===== src/rtl/uart_ei_pkg.sv =====
package uart_ei_pkg;

  typedef enum logic {
    RX_IDLE = 1'b0,
    RX_BUSY = 1'b1
  } rx_state_e;

  // whole bit periods in a run, rounded to nearest
  function automatic int unsigned run_len(input int unsigned width, input int unsigned bit_w);
    return (width + bit_w / 2) / bit_w;
  endfunction

endpackage


===== src/rtl/uart_ei_sync.sv =====
module uart_ei_sync (
  input  logic clk_i,
  input  logic rst_ni,
  input  logic rx_i,
  output logic lvl_o,
  output logic edge_o,
  output logic fall_o
);

  logic meta_q, lvl_q, prev_q;

  always_ff @(posedge clk_i or negedge rst_ni) begin
    if (!rst_ni) begin
      meta_q <= 1'b1;
      lvl_q  <= 1'b1;
      prev_q <= 1'b1;
    end else begin
      meta_q <= rx_i;
      lvl_q  <= meta_q;
      prev_q <= lvl_q;
    end
  end

  assign lvl_o  = lvl_q;
  assign edge_o = lvl_q ^ prev_q;
  assign fall_o = prev_q & ~lvl_q;

endmodule


===== src/rtl/uart_ei_timer.sv =====
module uart_ei_timer #(
  parameter int unsigned STOP_PT = 152,
  parameter int unsigned CW      = 8
) (
  input  logic          clk_i,
  input  logic          rst_ni,
  input  logic          edge_i,
  input  logic          fall_i,
  output logic          busy_o,
  output logic          cap_o,
  output logic          done_o,
  output logic          start_o,
  output logic [CW-1:0] width_o
);

  import uart_ei_pkg::*;

  rx_state_e     state_q;
  logic [CW-1:0] cnt_q, sum_q;
  logic [CW:0]   elapsed;

  assign elapsed = {1'b0, sum_q} + {1'b0, cnt_q};
  assign busy_o  = (state_q == RX_BUSY);
  assign done_o  = busy_o && (elapsed >= (CW+1)'(STOP_PT));
  assign cap_o   = busy_o && edge_i;
  // a falling edge on the completion cycle re-arms at once
  assign start_o = fall_i && (!busy_o || done_o);
  assign width_o = cnt_q;

  always_ff @(posedge clk_i or negedge rst_ni) begin
    if (!rst_ni) begin
      state_q <= RX_IDLE;
      cnt_q   <= '0;
      sum_q   <= '0;
    end else if (start_o) begin
      state_q <= RX_BUSY;
      cnt_q   <= CW'(1);
      sum_q   <= '0;
    end else if (done_o) begin
      state_q <= RX_IDLE;
      cnt_q   <= '0;
      sum_q   <= '0;
    end else if (busy_o) begin
      if (edge_i) begin
        sum_q <= sum_q + cnt_q;
        cnt_q <= CW'(1);
      end else begin
        cnt_q <= cnt_q + CW'(1);
      end
    end
  end


  elapsed_bound_chk: assert property (@(posedge clk_i) disable iff (!rst_ni)
    busy_o |-> elapsed <= (CW+1)'(STOP_PT));


  start_on_fall_chk: assert property (@(posedge clk_i) disable iff (!rst_ni)
    $rose(busy_o) |-> $past(fall_i));

endmodule


===== src/rtl/uart_ei_assemble.sv =====
module uart_ei_assemble #(
  parameter int unsigned BIT_W     = 16,
  parameter int unsigned DATA_BITS = 8,
  parameter int unsigned FRAME_W   = 10,
  parameter int unsigned NB_W      = 5,
  parameter int unsigned CW        = 8
) (
  input  logic                 clk_i,
  input  logic                 rst_ni,
  input  logic                 cap_i,
  input  logic                 start_i,
  input  logic                 done_i,
  input  logic [CW-1:0]        width_i,
  input  logic                 lvl_i,
  output logic [DATA_BITS-1:0] data_o,
  output logic                 valid_o,
  output logic                 frame_err_o
);

  logic [FRAME_W-1:0]   frame_q, frame_nx;
  logic [NB_W-1:0]      nbits_q, n_run, tot;
  logic                 ovf_q, ovf_nx;
  logic [DATA_BITS-1:0] data_q;
  logic                 valid_q, err_q;

  always_comb begin
    n_run    = cap_i ? NB_W'(uart_ei_pkg::run_len(32'(width_i), BIT_W)) : '0;
    tot      = nbits_q + n_run;
    ovf_nx   = ovf_q | (tot > NB_W'(FRAME_W));
    frame_nx = frame_q;
    for (int i = 0; i < FRAME_W; i++) begin
      // closed run carries the level before the edge
      if (NB_W'(i) >= nbits_q && NB_W'(i) < tot) frame_nx[i] = ~lvl_i;
      // open run fills what is left
      if (done_i && NB_W'(i) >= tot) frame_nx[i] = lvl_i;
    end
  end

  always_ff @(posedge clk_i or negedge rst_ni) begin
    if (!rst_ni) begin
      frame_q <= '0;
      nbits_q <= '0;
      ovf_q   <= 1'b0;
      data_q  <= '0;
      valid_q <= 1'b0;
      err_q   <= 1'b0;
    end else begin
      valid_q <= done_i;
      err_q   <= done_i && (ovf_nx || !frame_nx[FRAME_W-1]);
      if (done_i) data_q <= frame_nx[DATA_BITS:1];
      if (start_i || done_i) begin
        frame_q <= '0;
        nbits_q <= '0;
        ovf_q   <= 1'b0;
      end else if (cap_i) begin
        frame_q <= frame_nx;
        nbits_q <= (tot > NB_W'(FRAME_W)) ? NB_W'(FRAME_W) : tot;
        ovf_q   <= ovf_nx;
      end
    end
  end

  assign data_o      = data_q;
  assign valid_o     = valid_q;
  assign frame_err_o = err_q;


  valid_pulse_chk: assert property (@(posedge clk_i) disable iff (!rst_ni)
    valid_o |=> !valid_o);


  err_with_valid_chk: assert property (@(posedge clk_i) disable iff (!rst_ni)
    frame_err_o |-> valid_o);


  overflow_flag_chk: assert property (@(posedge clk_i) disable iff (!rst_ni)
    (ovf_q && done_i) |=> frame_err_o);

endmodule


===== src/rtl/uart_ei_rx.sv =====
module uart_ei_rx #(
  parameter int unsigned BIT_W     = 16,
  parameter int unsigned DATA_BITS = 8
) (
  input  logic                 clk_i,
  input  logic                 rst_ni,
  input  logic                 rx_i,
  output logic [DATA_BITS-1:0] data_o,
  output logic                 valid_o,
  output logic                 frame_err_o
);

  localparam int unsigned FRAME_W = DATA_BITS + 2;
  localparam int unsigned STOP_PT = (DATA_BITS + 1) * BIT_W + BIT_W / 2;
  localparam int unsigned CW      = $clog2(STOP_PT + 1);
  localparam int unsigned NB_W    = $clog2(2 * FRAME_W + 1);

  logic          lvl, edge_s, fall;
  logic          busy, cap, done, start;
  logic [CW-1:0] width;

  uart_ei_sync u_sync (
    .clk_i  (clk_i),
    .rst_ni (rst_ni),
    .rx_i   (rx_i),
    .lvl_o  (lvl),
    .edge_o (edge_s),
    .fall_o (fall)
  );

  uart_ei_timer #(
    .STOP_PT (STOP_PT),
    .CW      (CW)
  ) u_timer (
    .clk_i   (clk_i),
    .rst_ni  (rst_ni),
    .edge_i  (edge_s),
    .fall_i  (fall),
    .busy_o  (busy),
    .cap_o   (cap),
    .done_o  (done),
    .start_o (start),
    .width_o (width)
  );

  uart_ei_assemble #(
    .BIT_W     (BIT_W),
    .DATA_BITS (DATA_BITS),
    .FRAME_W   (FRAME_W),
    .NB_W      (NB_W),
    .CW        (CW)
  ) u_asm (
    .clk_i       (clk_i),
    .rst_ni      (rst_ni),
    .cap_i       (cap),
    .start_i     (start),
    .done_i      (done),
    .width_i     (width),
    .lvl_i       (lvl),
    .data_o      (data_o),
    .valid_o     (valid_o),
    .frame_err_o (frame_err_o)
  );


  valid_after_busy_chk: assert property (@(posedge clk_i) disable iff (!rst_ni)
    valid_o |-> $past(busy));

endmodule


===== config.mk =====
export PLATFORM = sky130hd
export DESIGN_NAME = uart_ei_rx
export DESIGN_NICKNAME = d
export VERILOG_FILES = /design/src/rtl/uart_ei_pkg.sv /design/src/rtl/uart_ei_sync.sv /design/src/rtl/uart_ei_timer.sv /design/src/rtl/uart_ei_assemble.sv /design/src/rtl/uart_ei_rx.sv
export SDC_FILE = /design/constraint.sdc
export NUM_CORES = 1
export LEC_CHECK = 0
export ABC_AREA = 1
export BUFFER_PORTS_ARGS = -buffer_cell sky130_fd_sc_hd__buf_4
export CAP_MARGIN = 20
export CORE_AREA = 2 2 74 76
export CTS_CLUSTER_SIZE = 24
export DETAILED_ROUTE_END_ITERATION = 8
export DIE_AREA = 0 0 76 78
export PLACE_DENSITY = 0.78
export SLEW_MARGIN = 25
export SYNTH_ARGS = -nofsm -noshare
export SYNTH_HDL_FRONTEND = slang
export SYNTH_SLANG_ARGS = --single-unit

===== constraint.sdc =====
create_clock -name clk_i -period 4.5 [get_ports clk_i]
set_clock_uncertainty 0.05 [all_clocks]
set_input_delay 0.9 -clock clk_i [delete_from_list [all_inputs] [get_ports clk_i]]
set_output_delay 0.9 -clock clk_i [all_outputs]
set_load 0.005 [all_outputs]

# == Yosys cells after proc, flatten, opt, wreduce, memory -nomap -nowiden ==
# Cells that the tools add are included.
# op_classes
bitwise_logic,4
n_lt_le_gt_ge,32
reduce_logical,34
addsub,5
muxes,38
# ops
op,count
two-way mux 8 bit,8
"greater-or-equal comparator 3 x 5 -> 1 bit, first input constant",8
logical AND 1 bit,24
two-way mux 1 bit,24
"greater-or-equal comparator 1 x 5 -> 1 bit, first input constant",4
"greater-or-equal comparator 2 x 5 -> 1 bit, first input constant",4
"greater-or-equal comparator 4 x 5 -> 1 bit, first input constant",4
"< comparator 3 x 5 -> 1 bit, first input constant",4
two-way mux 10 bit,2
two-way mux 5 bit,4
"< comparator 1 x 5 -> 1 bit, first input constant",2
"< comparator 2 x 5 -> 1 bit, first input constant",2
"< comparator 4 x 5 -> 1 bit, first input constant",2
"adder 8 x 4 -> 9 bit, second input constant",1
adder 8 x 8 -> 9 bit,1
"greater-or-equal comparator 9 x 8 -> 1 bit, second input constant",1
"adder 8 x 1 -> 8 bit, second input constant",1
adder 8 bit,1
nonzero test 3 bit,2
adder 5 bit,1
"greater-than comparator 5 x 4 -> 1 bit, second input constant",1
nonzero test 2 bit,2
logical OR 1 bit,3
logical NOT 1 bit,2
other kinds (5),5
# word_totals
output_inout_bits,10
input_bits,3
word_cells,125
register_bits,45

# == Longest topological paths before layout ==
# Gate-level depths: netlist (run 1).
# logic_depth
ltp_word,11
ltp_mapped,24
ltp_nobuf,22

# == By module ==
# From an unflattened synthesis (run 1), not the netlist that was laid out.
# unflattened
hier_cells,437
area_unflattened_um2,3206.8
# modules_own_cells
mod,cells_per_inst,n_inst,area_each_um2
uart_ei_assemble,260,1,1826.8
uart_ei_timer,171,1,1281.2
uart_ei_sync,6,1,98.8

# == Worst setup path before layout (run 1) ==
# Ideal clock, no wire load.
# synth_path
kind,flip-flop to flip-flop
from,"register u_sync.lvl_q, in the netlist u_sync.lvl_o"
to,"register u_asm.err_q, in the netlist u_asm.frame_err_o"
t_required_ns,4.337
setup_ns,0.113
setup_slack_ns,1.088
arrival_time_ns,3.249
path_buffers,3
stages_incl_launch_ff,23
cell_sequence,dfstp_2 buf_2 inv_1 buf_4 ha_1 nor2_2 clkbuf_1 o21ai_0 nor2_1 fa_1 nor2_1 nor2_1 nor2_1 nor2_1 nor2_4 inv_1 nand2_1 nand2_1 nand2_1 nand2_1 nand3_1 nand2_1 inv_1
# synth_between
elab_chain_cells,11
elab_cells_between_ends,16
classes_between,add/sub: 1; order compare: 3; mux: 3; bitwise: 3; reduce/logical: 6
# synth_lines
element,line,source
"start, declared",uart_ei_sync.sv:10,"logic meta_q, lvl_q, prev_q;"
"start signal, assigned",uart_ei_sync.sv:19,lvl_q <= meta_q;
XOR 1 bit,uart_ei_sync.sv:25,assign edge_o = lvl_q ^ prev_q;
logical AND 1 bit,uart_ei_timer.sv:25,assign cap_o = busy_o && edge_i;
two-way mux 5 bit,uart_ei_assemble.sv:27,"n_run = cap_i ? NB_W'(uart_ei_pkg::run_len(32'(width_i), BIT_W)) : '0;"
adder 5 bit,uart_ei_assemble.sv:28,tot = nbits_q + n_run;
< comparator 4 x 5 -> 1 bit,uart_ei_assemble.sv:33,if (NB_W'(i) >= nbits_q && NB_W'(i) < tot) frame_nx[i] = ~lvl_i;
logical AND 1 bit,uart_ei_assemble.sv:33,
two-way mux 1 bit,uart_ei_assemble.sv:33,
two-way mux 1 bit,uart_ei_assemble.sv:35,if (done_i && NB_W'(i) >= tot) frame_nx[i] = lvl_i;
logical NOT 1 bit,uart_ei_assemble.sv:49,err_q <= done_i && (ovf_nx || !frame_nx[FRAME_W-1]);
logical OR 1 bit (*),uart_ei_assemble.sv:49,
logical AND 1 bit (*),uart_ei_assemble.sv:49,
"end signal, assigned",uart_ei_assemble.sv:49,
"end, declared",uart_ei_assemble.sv:24,"logic valid_q, err_q;"
# Mark *: on every way between the ends. The rest lies on a longest branch, timed or not.
# A chain may end at the register's enable or synchronous reset.

# == Worst setup path in the final report (run 1) ==
# Ends and elaborated chain as after synthesis.

==> impl_results.md, run 1 <==
* Reg-to-reg setup timing slack at 590 ps
* Netlist Area Pre-Place at between 3000 and 4000 µm²
* PwrDens at approximately 340 nW/µm²
* Yosys warnings at 0
* Vias in the first global route at about 2400
* Syn Inst Count at 433
* Req. time, crit path at 4650 ps
* Synth-to-layout area growth at 7.71%
* Max_slew headroom at 0.617
* CP Class: register to register
* Crit start category: register
* TritonCTS buffer count at 5
* Fin nets at around 460
* Post-route setup TNS at 0 ps
* Wire per inst at about 13 µm
* N_diodes at 0
* Ratio of cells with drive above 1 in the final layout at 0.102
* Fin crit share at 0.870
* Slew of the pin with the lowest slew margin at 575 ps
* Post-CTS Resized at 0
* Syn Area/Cell at approximately 7.1 µm²
* CTS H-tree depth at 2
* Status: complete, no violations
* Worst r2r dst: u_asm.frame_err_o
* Highest ir drop seen on vdd at 0.217 mV
* # port buffers at 12
* Syn Nets at roughly 450
* Worst-Skew Late Latency at between 300 and 400 ps
* Hold path start: u_sync.meta_q
* Routed Antenna Nets at 0
* Clock tree root buffer cell: clkbuf_8
* FF+latch count, synth at 45
* Worst Hold Depth at 0
* Iteration count of the initial detailed-routing pass at 4
* Largest net degree at the start of global routing at between 40 and 50
* CP Capture Type: register
* Die area at a little under 6000 µm²
* Worst Hold Path EP: u_sync.lvl_o
* Max FO, Critical Path at 13
* Initial antenna violation count at 0
* GPL Wtd Cong at 0.879
* CP arrival at between 4000 and 5000 ps
* Global-route wire length before repair at ~11000 µm
* Clock Path Buffers at 2
* Total wire length at roughly 6500 µm
* Global-route total usage across every layer at 0.241
* Vias at around 2700
* Post-synthesis sequential area ratio at 0.368
* # clock sinks at between 40 and 50
* Final hold violations at 0
* Core area at just over 5000 µm²
* Post-CTS setup buffer count at 0
* Cell Rows at 26
* CTS tree: built
* Initial drt markers at 218
* GRT overflow at 0
* Max-cap violations at 0
* RSZ-0062 raised after global routing: false
* Die Span X at between 70 and 80 µm
* Fmax at around 260 MHz
* CTS clk-pin slew, worst paths at approximately 90 ps
* Post-detail-place hpwl at 4780 µm
* Leak Pwr at 1.85 nW
* Final setup fails at 0
* Slew Limit Fails at 0
* Crit Reg-Reg Startpoint: u_sync.lvl_o
* Die height at 78 µm
* CTS Hold Bufs at 0
* DR vias/cell at between 5 and 6
* Initial core utilization at 0.608
* Design Power at 0.00114 W
* Ports at 13
* Reg2reg path depth at 20
* Synth unique cells at 35
* Hold crit path type: register to register
* Drc violations at 0
* Final Critical Period at ~4000 ps
area by class of cell:
class / instances / area [µm²]
fill: 455 / 1740
multi-input combinational: 321 / 1640
sequential: 45 / 1130
inverter: 56 / 213
timing repair buffer: 13 / 97.6
tap: 70 / 87.6
clock buffer: 5 / 68.8
clock inverter: 3 / 68.8
worst max-delay path by stage:
stage / start / to / slack, ps / cells past startpoint
4_1_cts: u_sync.lvl_o / u_asm.frame_err_o / 600 / 20
3_3_place_gp: u_sync.lvl_o / u_asm.frame_err_o / 730 / 20
2_1_floorplan: u_sync.lvl_o / u_asm.frame_err_o / 1090 / 22
3_5_place_dp: u_sync.lvl_o / u_asm.frame_err_o / 620 / 20
6_report: u_sync.lvl_o / u_asm.frame_err_o / 590 / 20
5_1_grt: u_sync.lvl_o / u_asm.frame_err_o / 220 / 20
critical path, cell delays in order, from the launching register on:
cell,delay [ps]
dfstp_2,620
inv_1,210
ha_1,430
nor2_2,460
inv_1,180
nor2_1,150
ha_1,200
fa_1,220
nor2_1,60
nor2_1,330
nor2_1,120
nor2_1,200
nor2_4,80
inv_1,70
nand2_1,50
nand2_1,50
nand2_1,50
nand2_1,80
nand3_1,90
nand2_1,70
inv_1,40
state kept, by name, indices dropped and copies added, names as in the netlist:
name	flops
u_sync.lvl_o	1
u_asm.nbits_q	5
u_timer.width_o	8
u_sync.prev_q	1
u_sync.meta_q	1
u_asm.valid_o	1
u_timer.busy_o	1
u_asm.ovf_q	1
u_asm.data_o	8
u_asm.frame_q	9
u_timer.sum_q	8
u_asm.frame_err_o	1
per-stage QoR:
stage | hold WS [ps] | setup WS [ps] | cell area, µm² | std cells | util
final | 320 | 585 | 3300 | 513 | 0.655
after global routing | 325 | 215 | 3300 | 513 | 0.655
after CTS | 319 | 598 | 3300 | 513 | 0.655
after detailed placement | 306 | 622 | 3170 | 505 | 0.628
after global placement | 308 | 734 | 3170 | 505 | 0.628
after floorplan | 295 | 1090 | 3070 | 433 | -
logic make-up after synthesis:
logic type / count (synthesis) / share of synthesized area
simple gates: 270 / 0.390
flops: 45 / 0.368
compound gates: 29 / 0.0559
xor+xnor: 5 / 0.0143
fa+ha+maj: 17 / 0.0742
buf+inv: 67 / 0.0975
cell usage after synthesis (all sizes together):
cell type / instances / area (µm²)
nand2: 164 / 638
nand3b: 2 / 15.0
nand4: 18 / 113
nor3: 3 / 20.0
ha: 15 / 188
dfstp: 3 / 78.8
clkbuf: 1 / 3.75
xor2: 5 / 43.8
nand3: 51 / 273
dfrtp: 42 / 1050
o31ai: 1 / 7.51
nor2: 31 / 131
inv: 51 / 194
and3: 1 / 6.26
a21oi: 14 / 88.8
clkinv: 5 / 18.8
fa: 2 / 40.0
a31oi: 1 / 6.26
buf: 10 / 82.6
o21ai: 13 / 68.8
cells in the final DEF (no fill, tap or decap), drive strengths merged:
cell type  count
buf           13
nor3           3
nand3b         2
bufinv         2
nand2        164
ha            15
o31ai          1
nand4         18
nor2          31
a31oi          1
dfstp          3
and3           1
clkinv         5
fa             2
dfrtp         42
xor2           5
a21oi         14
clkbuf         5
nand3         51
o21ai         13
inv           52
power by group:
part / internal [W] / total [W] / switching [W]
Combinational: 0.000104 / 0.000284 / 0.000180
Sequential: 0.000446 / 0.000484 / 0.0000384
Clock: 0.000224 / 0.000371 / 0.000147
Total: 0.000773 / 0.00114 / 0.000365
layer usage:
layer | global-route usage | share of wire
met5 | 0 | 0
met4 | 0.0855 | 0.019
met3 | 0.0314 | 0.041
met2 | 0.360 | 0.43
met1 | 0.360 | 0.51
(Power assumes the default switching activity.)
==> run 2: changes to the inputs <==
CORE_AREA = 2 2 75 77   (was 2 2 74 76)
DIE_AREA = 0 0 77 79   (was 0 0 76 78)
PLACE_DENSITY = 0.79   (was 0.78)
SYNTH_HIERARCHICAL = 1   (was not set)
==> impl_results.md, run 2 <==
* CTS H-tree depth at 2 (unchanged)
* Final hold violations at 0 (unchanged)
* Drc violations at 0 (unchanged)
* Top cells by area, synth: dfrtp_1 33%, nand2_1 16%, nand3_1 8.3%, inv_1 6.6%, ha_1 5.9%
* Syn Nets at 457 (+0.88%)
* DR vias/cell at 5.51 (+3.4%)
* Core area at 5340 µm² (+5.9%)
* CP Capture Type: register
* Most frequent cells in the layout: 137 x nand2_1, 56 x inv_1, 53 x nand3_1
* Iteration count of the initial detailed-routing pass at 7 (+3)
* GPL Wtd Cong at 0.924 (+5.2%)
* CP arrival at 3590 ps (-480 ps)
* Max-cap violations at 0 (unchanged)
* Die height at 79 µm (+1.3%)
* Post-synth top cells: 137 x nand2_1, 56 x inv_1, 53 x nand3_1
* Setup WS post-layout at 1110 ps (+520 ps)
* Ports at 13 (unchanged)
* Final Critical Period at 3390 ps (-520 ps)
* Max FO, Critical Path at 10 (-3)
* FF+latch count, synth at 45 (unchanged)
* Global-route total usage across every layer at 0.255 (+0.0140)
* Post-synth ARST share at 1.00 (unchanged)
* Clock tree root buffer cell: clkbuf_8
* Slew of the pin with the lowest slew margin at 579 ps (+4.25 ps)
* Hold crit path type: register to register
* Fmax at 295 MHz (+15%)
* Crit start category: register
* Syn Inst Count at 437 (+0.92%)
* CP Class: register to register
* # port buffers at 12 (unchanged)
* N_diodes at 0 (unchanged)
* Slew Limit Fails at 0 (unchanged)
* Clock Path Buffers at 2 (unchanged)
* Fin util at 0.649 (-0.00625)
* Reg-to-reg setup timing slack at 1110 ps (+520 ps)
* Post-CTS setup buffer count at 0 (unchanged)
* Syn Area/Cell at 7.34 µm² (+3.6%)
* Cell Rows at 27 (+3.8%)
* Commonest non-fill, non-tap cell in the layout: nand2_1
* Post-route setup TNS at 0 ps (unchanged)
* TritonCTS buffer count at 5 (unchanged)
* Flip-flop count of the largest register after layout at 9 (unchanged)
* Global-route wire length before repair at 12400 µm (+8.1%)
* CTS tree: built
* Ratio of cells with drive above 1 in the final layout at 0.150 (+0.0480)
* Routed Antenna Nets at 0 (unchanged)
* Fin crit share at 0.754 (-0.116)
* Initial core utilization at 0.601 (-0.00764)
* Vias in the first global route at 2796 (+14%)
* Highest ir drop seen on vdd at 0.263 mV (+21%)
* Initial drt markers at 244 (+12%)
* Synth unique cells at 44 (+26%)
* Initial antenna violation count at 0 (unchanged)
* Most frequent cell after synthesis: nand2_1
* DP Worst Slack at 1120 ps (+499 ps)
* Leading area contributor after synthesis: dfrtp_1
* Status: complete, no violations
* GRT overflow at 0 (unchanged)
* Post-detail-place hpwl at 5100 µm (+6.6%)
* Post-synthesis sequential area ratio at 0.352 (-0.0159)
* Vias at 2866 (+4.8%)
* # clock sinks at 45 (unchanged)
* Netlist Area Pre-Place at 3210 µm² (+4.5%)
* Top FF cell, synth: dfrtp_1
* # fillers at 483 (+6.2%)
* Final setup fails at 0 (unchanged)
* Req. time, crit path at 4700 ps (+50 ps)
* Post-CTS Resized at 0 (unchanged)
* Top reg by flops: u_asm/frame_q
* Final Cell Area at 3460 µm² (+4.8%)
* Fin nets at 467 (+1.1%)
* Total wire length at 6880 µm (+6.2%)
* Wire per inst at 13.2 µm (+4.7%)
* Post-DP Area at 3350 µm² (+5.7%)
* CTS Hold Bufs at 0 (unchanged)
* PwrDens at 329 nW/µm² (-4.4%)
* Share of the synthesized area in the top cell type at 0.328 (-0.0148)
* Yosys warnings at 6 (+6)
* Die Span X at 77 µm (+1.3%)
* Largest net degree at the start of global routing at 46 (unchanged)
* Leak Pwr at 1.88 nW (+1.3%)
* Max_slew headroom at 0.611 (-0.00613)
* EDFF count, synth at 0 (unchanged)
* Synth-to-layout area growth at 8.04%
* Worst-Skew Late Latency at 300 ps (about the same)
* RSZ-0062 raised after global routing: false
* CTS clk-pin slew, worst paths at 80 ps (about the same)
* Die area at 6080 µm² (+2.6%)
-- run 2: path summary, 6_finish.rpt --
check | start | to | depth (start not counted)
hold / removal | u_sync/meta_q | u_sync/lvl_o | 0
setup reg to reg | u_sync/lvl_o | u_asm/frame_err_o | 18
setup / recovery | u_sync/lvl_o | u_asm/frame_err_o | 18
max in group asynchronous | rst_ni | u_sync/prev_q | 1
min in group asynchronous | rst_ni | u_asm/data_o[5] | 1
hold reg to reg | u_sync/meta_q | u_sync/lvl_o | 0
-- run 2: critical path: stages (launching register included) --
cell	delay, ps
dfstp_2	630
inv_1	60
ha_1	280
inv_1	60
nand2_1	60
inv_1	120
nand2_1	90
inv_1	40
ha_1	220
fa_1	440
nand2_1	90
inv_1	60
nor2_4	160
nor2_2	120
o31ai_1	550
nor2_1	90
nand3_1	100
nand2_1	50
inv_1	70
-- run 2: stage by stage --
stage	hold WS (ps)	instances	power, W
2_1_floorplan	295	437	0.000757
3_3_place_gp	296	512	0.000821
3_5_place_dp	299	512	0.000827
4_1_cts	310	520	0.00115
5_1_grt	312	520	0.00123
6_report	308	520	0.00114
-- run 2: metal layers --
metal / wire [µm] / GRT usage / vias up / share of wire
met5: 0 / 0 / - / 0
met4: 105 / 0.0804 / 0 / 0.015
met2: 3080 / 0.410 / 90 / 0.45
met3: 448 / 0.0443 / 13 / 0.065
li1: - / - / 1421 / -
met1: 3240 / 0.354 / 1342 / 0.47
-- run 2: cells by family after synthesis --
kind of cell	count (synthesis)	share of synthesized area
fa+ha+maj	17	0.0710
xor+xnor	7	0.0191
simple gates	265	0.405
flops	45	0.352
buf+inv	70	0.0850
compound gates	33	0.0671
-- run 2: power by group --
group | leakage, nW | internal [W] | switching (W)
Clock | 0.0585 | 0.000181 | 0.000133
Combinational | 1.22 | 0.000131 | 0.000210
Sequential | 0.600 | 0.000447 | 0.0000384
-- run 2: final cells by class --
cell class | instances | area, µm² | share of cell area
Tap cell | 72 | 90.1 | 0.0260
Clock inverter | 1 | 30.0 | 0.00867
Inverter | 61 | 234 | 0.0675
Sequential cell | 45 | 1130 | 0.326
Clock buffer | 7 | 86.3 | 0.0249
Timing Repair Buffer | 12 | 90.1 | 0.0260
Multi-Input combinational cell | 322 | 1800 | 0.521
==> run 3: changes to the inputs <==
CORE_AREA = 2 2 79 81   (was 2 2 75 77)
DIE_AREA = 0 0 81 83   (was 0 0 77 79)
PLACE_DENSITY = 0.75   (was 0.79)
clock period = 3 ns   (was 4.5 ns; I/O delays follow)
==> impl_results.md, run 3 (same netlist as run 2, synthesis figures left out) <==
* # port buffers at 12 (unchanged)
* Largest net degree at the start of global routing at 46 (unchanged)
* Reg2reg path depth at 20 (+2)
* Iteration count of the initial detailed-routing pass at 5 (-2)
* Most frequent cells in the layout: 120 x nand2_1, 48 x inv_1, 43 x nand3_1
* Wire per inst at 14.0 µm (+6.0%)
* CTS tree: built
* Reg-to-reg setup timing slack at -50 ps (-1160 ps)
* PwrDens at 422 nW/µm² (+28%)
* Final hold violations at 0 (unchanged)
* CP arrival at 3200 ps (-390 ps)
* TritonCTS buffer count at 5 (unchanged)
* CP Class: register to register
* Crit start category: register
* Hold crit path type: input pin to asynchronous set/reset pin
* Ports at 13 (unchanged)
* Flip-flop count of the largest register after layout at 9 (unchanged)
* Die area at 6720 µm² (+11%)
* Synth-to-layout area growth at 23.4%
* Leak Pwr at 2.06 nW (+9.6%)
* CTS H-tree depth at 2 (unchanged)
* Initial drt markers at 241 (-1.2%)
* Slew Limit Fails at 0 (unchanged)
* Req. time, crit path at 3150 ps (-1550 ps)
* GRT overflow at 0 (unchanged)
* Crit Reg-Reg Startpoint: u_sync/lvl_o
* Highest ir drop seen on vdd at 0.375 mV (+43%)
* Global-route wire length before repair at 12300 µm (-0.39%)
* Routed Antenna Nets at 0 (unchanged)
* Worst-Skew Late Latency at 300 ps (about the same)
* Ratio of cells with drive above 1 in the final layout at 0.302 (+0.152)
* CTS Hold Bufs at 0 (unchanged)
* Top reg by flops: u_asm/frame_q
* DP Worst Slack at -137 ps (-1260 ps)
* DR vias/cell at 5.39 (-2.1%)
* Status: finished, violations left
* Max_slew headroom at 0.620 (+0.00957)
* # clock sinks at 45 (unchanged)
* RSZ-0062 raised after global routing: true
* Final setup fails at 4 (+4)
* Failing checks: setup timing
* Die Span X at 81 µm (+5.2%)
* Post-detail-place hpwl at 5310 µm (+4.0%)
* Initial antenna violation count at 0 (unchanged)
* Slew of the pin with the lowest slew margin at 569 ps (-9.41 ps)
* Global-route total usage across every layer at 0.227 (-0.0277)
* Die height at 83 µm (+5.1%)
* Setup WS post-layout at -52.4 ps (-1160 ps)
* Worst r2r dst: u_asm/frame_q[6]
* CTS clk-pin slew, worst paths at 80 ps (about the same)
* Total wire length at 7740 µm (+13%)
* Fmax at 328 MHz (+11%)
* Cell Rows at 28 (+3.7%)
* Clock Path Buffers at 2 (unchanged)
* GPL Wtd Cong at 1.03 (+12%)
* Fin nets at 496 (+6.2%)
* Max FO, Critical Path at 6 (-4)
* Design Power at 0.00167 W (+46%)
* Max-cap violations at 0 (unchanged)
* Initial core utilization at 0.551 (-0.0494)
* N_diodes at 0 (unchanged)
* Drc violations at 0 (unchanged)
* Vias in the first global route at 2736 (-2.1%)
* Commonest non-fill, non-tap cell in the layout: nand2_1
* Clock tree root buffer cell: clkbuf_8
* Fin crit share at 1.02 (+0.263)
* CP Capture Type: register
* Final Critical Period at 3050 ps (-342 ps)
* Core area at 5820 µm² (+9.0%)
* Vias at 2978 (+3.9%)
-- run 3: where the power goes --
| group | total [W] | internal (W) | switching [W] |
|---|---|---|---|
| clock | 0.000362 | 0.000162 | 0.000201 |
| sequential | 0.000730 | 0.000670 | 0.0000596 |
| combinational | 0.000576 | 0.000237 | 0.000338 |
-- run 3: final cells by class --
type,instances,area [µm²]
clock inverter,2,10.0
sequential,45,1130
fill,489,1860
multi-input combinational,322,2080
clock buffer,6,72.6
inverter,61,244
timing repair buffer,41,327
tap,75,93.8
-- run 3: per-stage QoR --
step	hold WS [ps]	setup TNS [ps]	cells	utilization	instance area [µm²]
2_1_floorplan	254	0	437	-	3210
3_3_place_gp	299	-128	536	0.603	3510
3_5_place_dp	298	-1350	536	0.603	3510
4_1_cts	259	-3.17	547	0.623	3630
5_1_grt	301	-2430	552	0.680	3960
6_report	238	-110	552	0.680	3960
-- run 3: repair_timing --
item                       4_1_cts  5_1_grt
resized for setup                6       74
setup endpoints to repair       20       24
pin swaps                        5       27
buffers inserted                 3        5
cloned                           0        0
-- run 3: worst max-delay path, stage by stage, from the launching register on --
cell and delay, ps:
dfstp_2 540, inv_2 40, ha_4 260, inv_4 40, nand2_4 70, inv_6 50
nand2_1 60, inv_2 50, ha_4 160, fa_2 430, nand2_2 80, inv_2 40
nor2_4 220, buf_6 140, nand3_1 110, nor2_1 170, nand2_2 100, nand2_2 80
nand3_1 90, nand3_1 100, nand2_1 50
-- run 3: worst max-delay path by stage --
stage	start	endpoint	slack (ps)	depth (start not counted)
2_1_floorplan	u_timer/width_o[0]	u_asm/data_o[4]	30	19
3_3_place_gp	u_sync/lvl_o	u_asm/nbits_q[1]	-70	19
3_5_place_dp	u_sync/lvl_o	u_asm/frame_err_o	-140	21
4_1_cts	u_sync/lvl_o	u_asm/frame_q[1]	-3	22
5_1_grt	u_sync/lvl_o	u_asm/data_o[5]	-230	21
6_report	u_sync/lvl_o	u_asm/frame_q[6]	-50	20
-- run 3: routing by layer --
metal | share of wire | track usage
met4 | 0.023 | 0.0508
met2 | 0.45 | 0.343
met5 | 0 | 0
met3 | 0.052 | 0.0359
met1 | 0.47 | 0.343
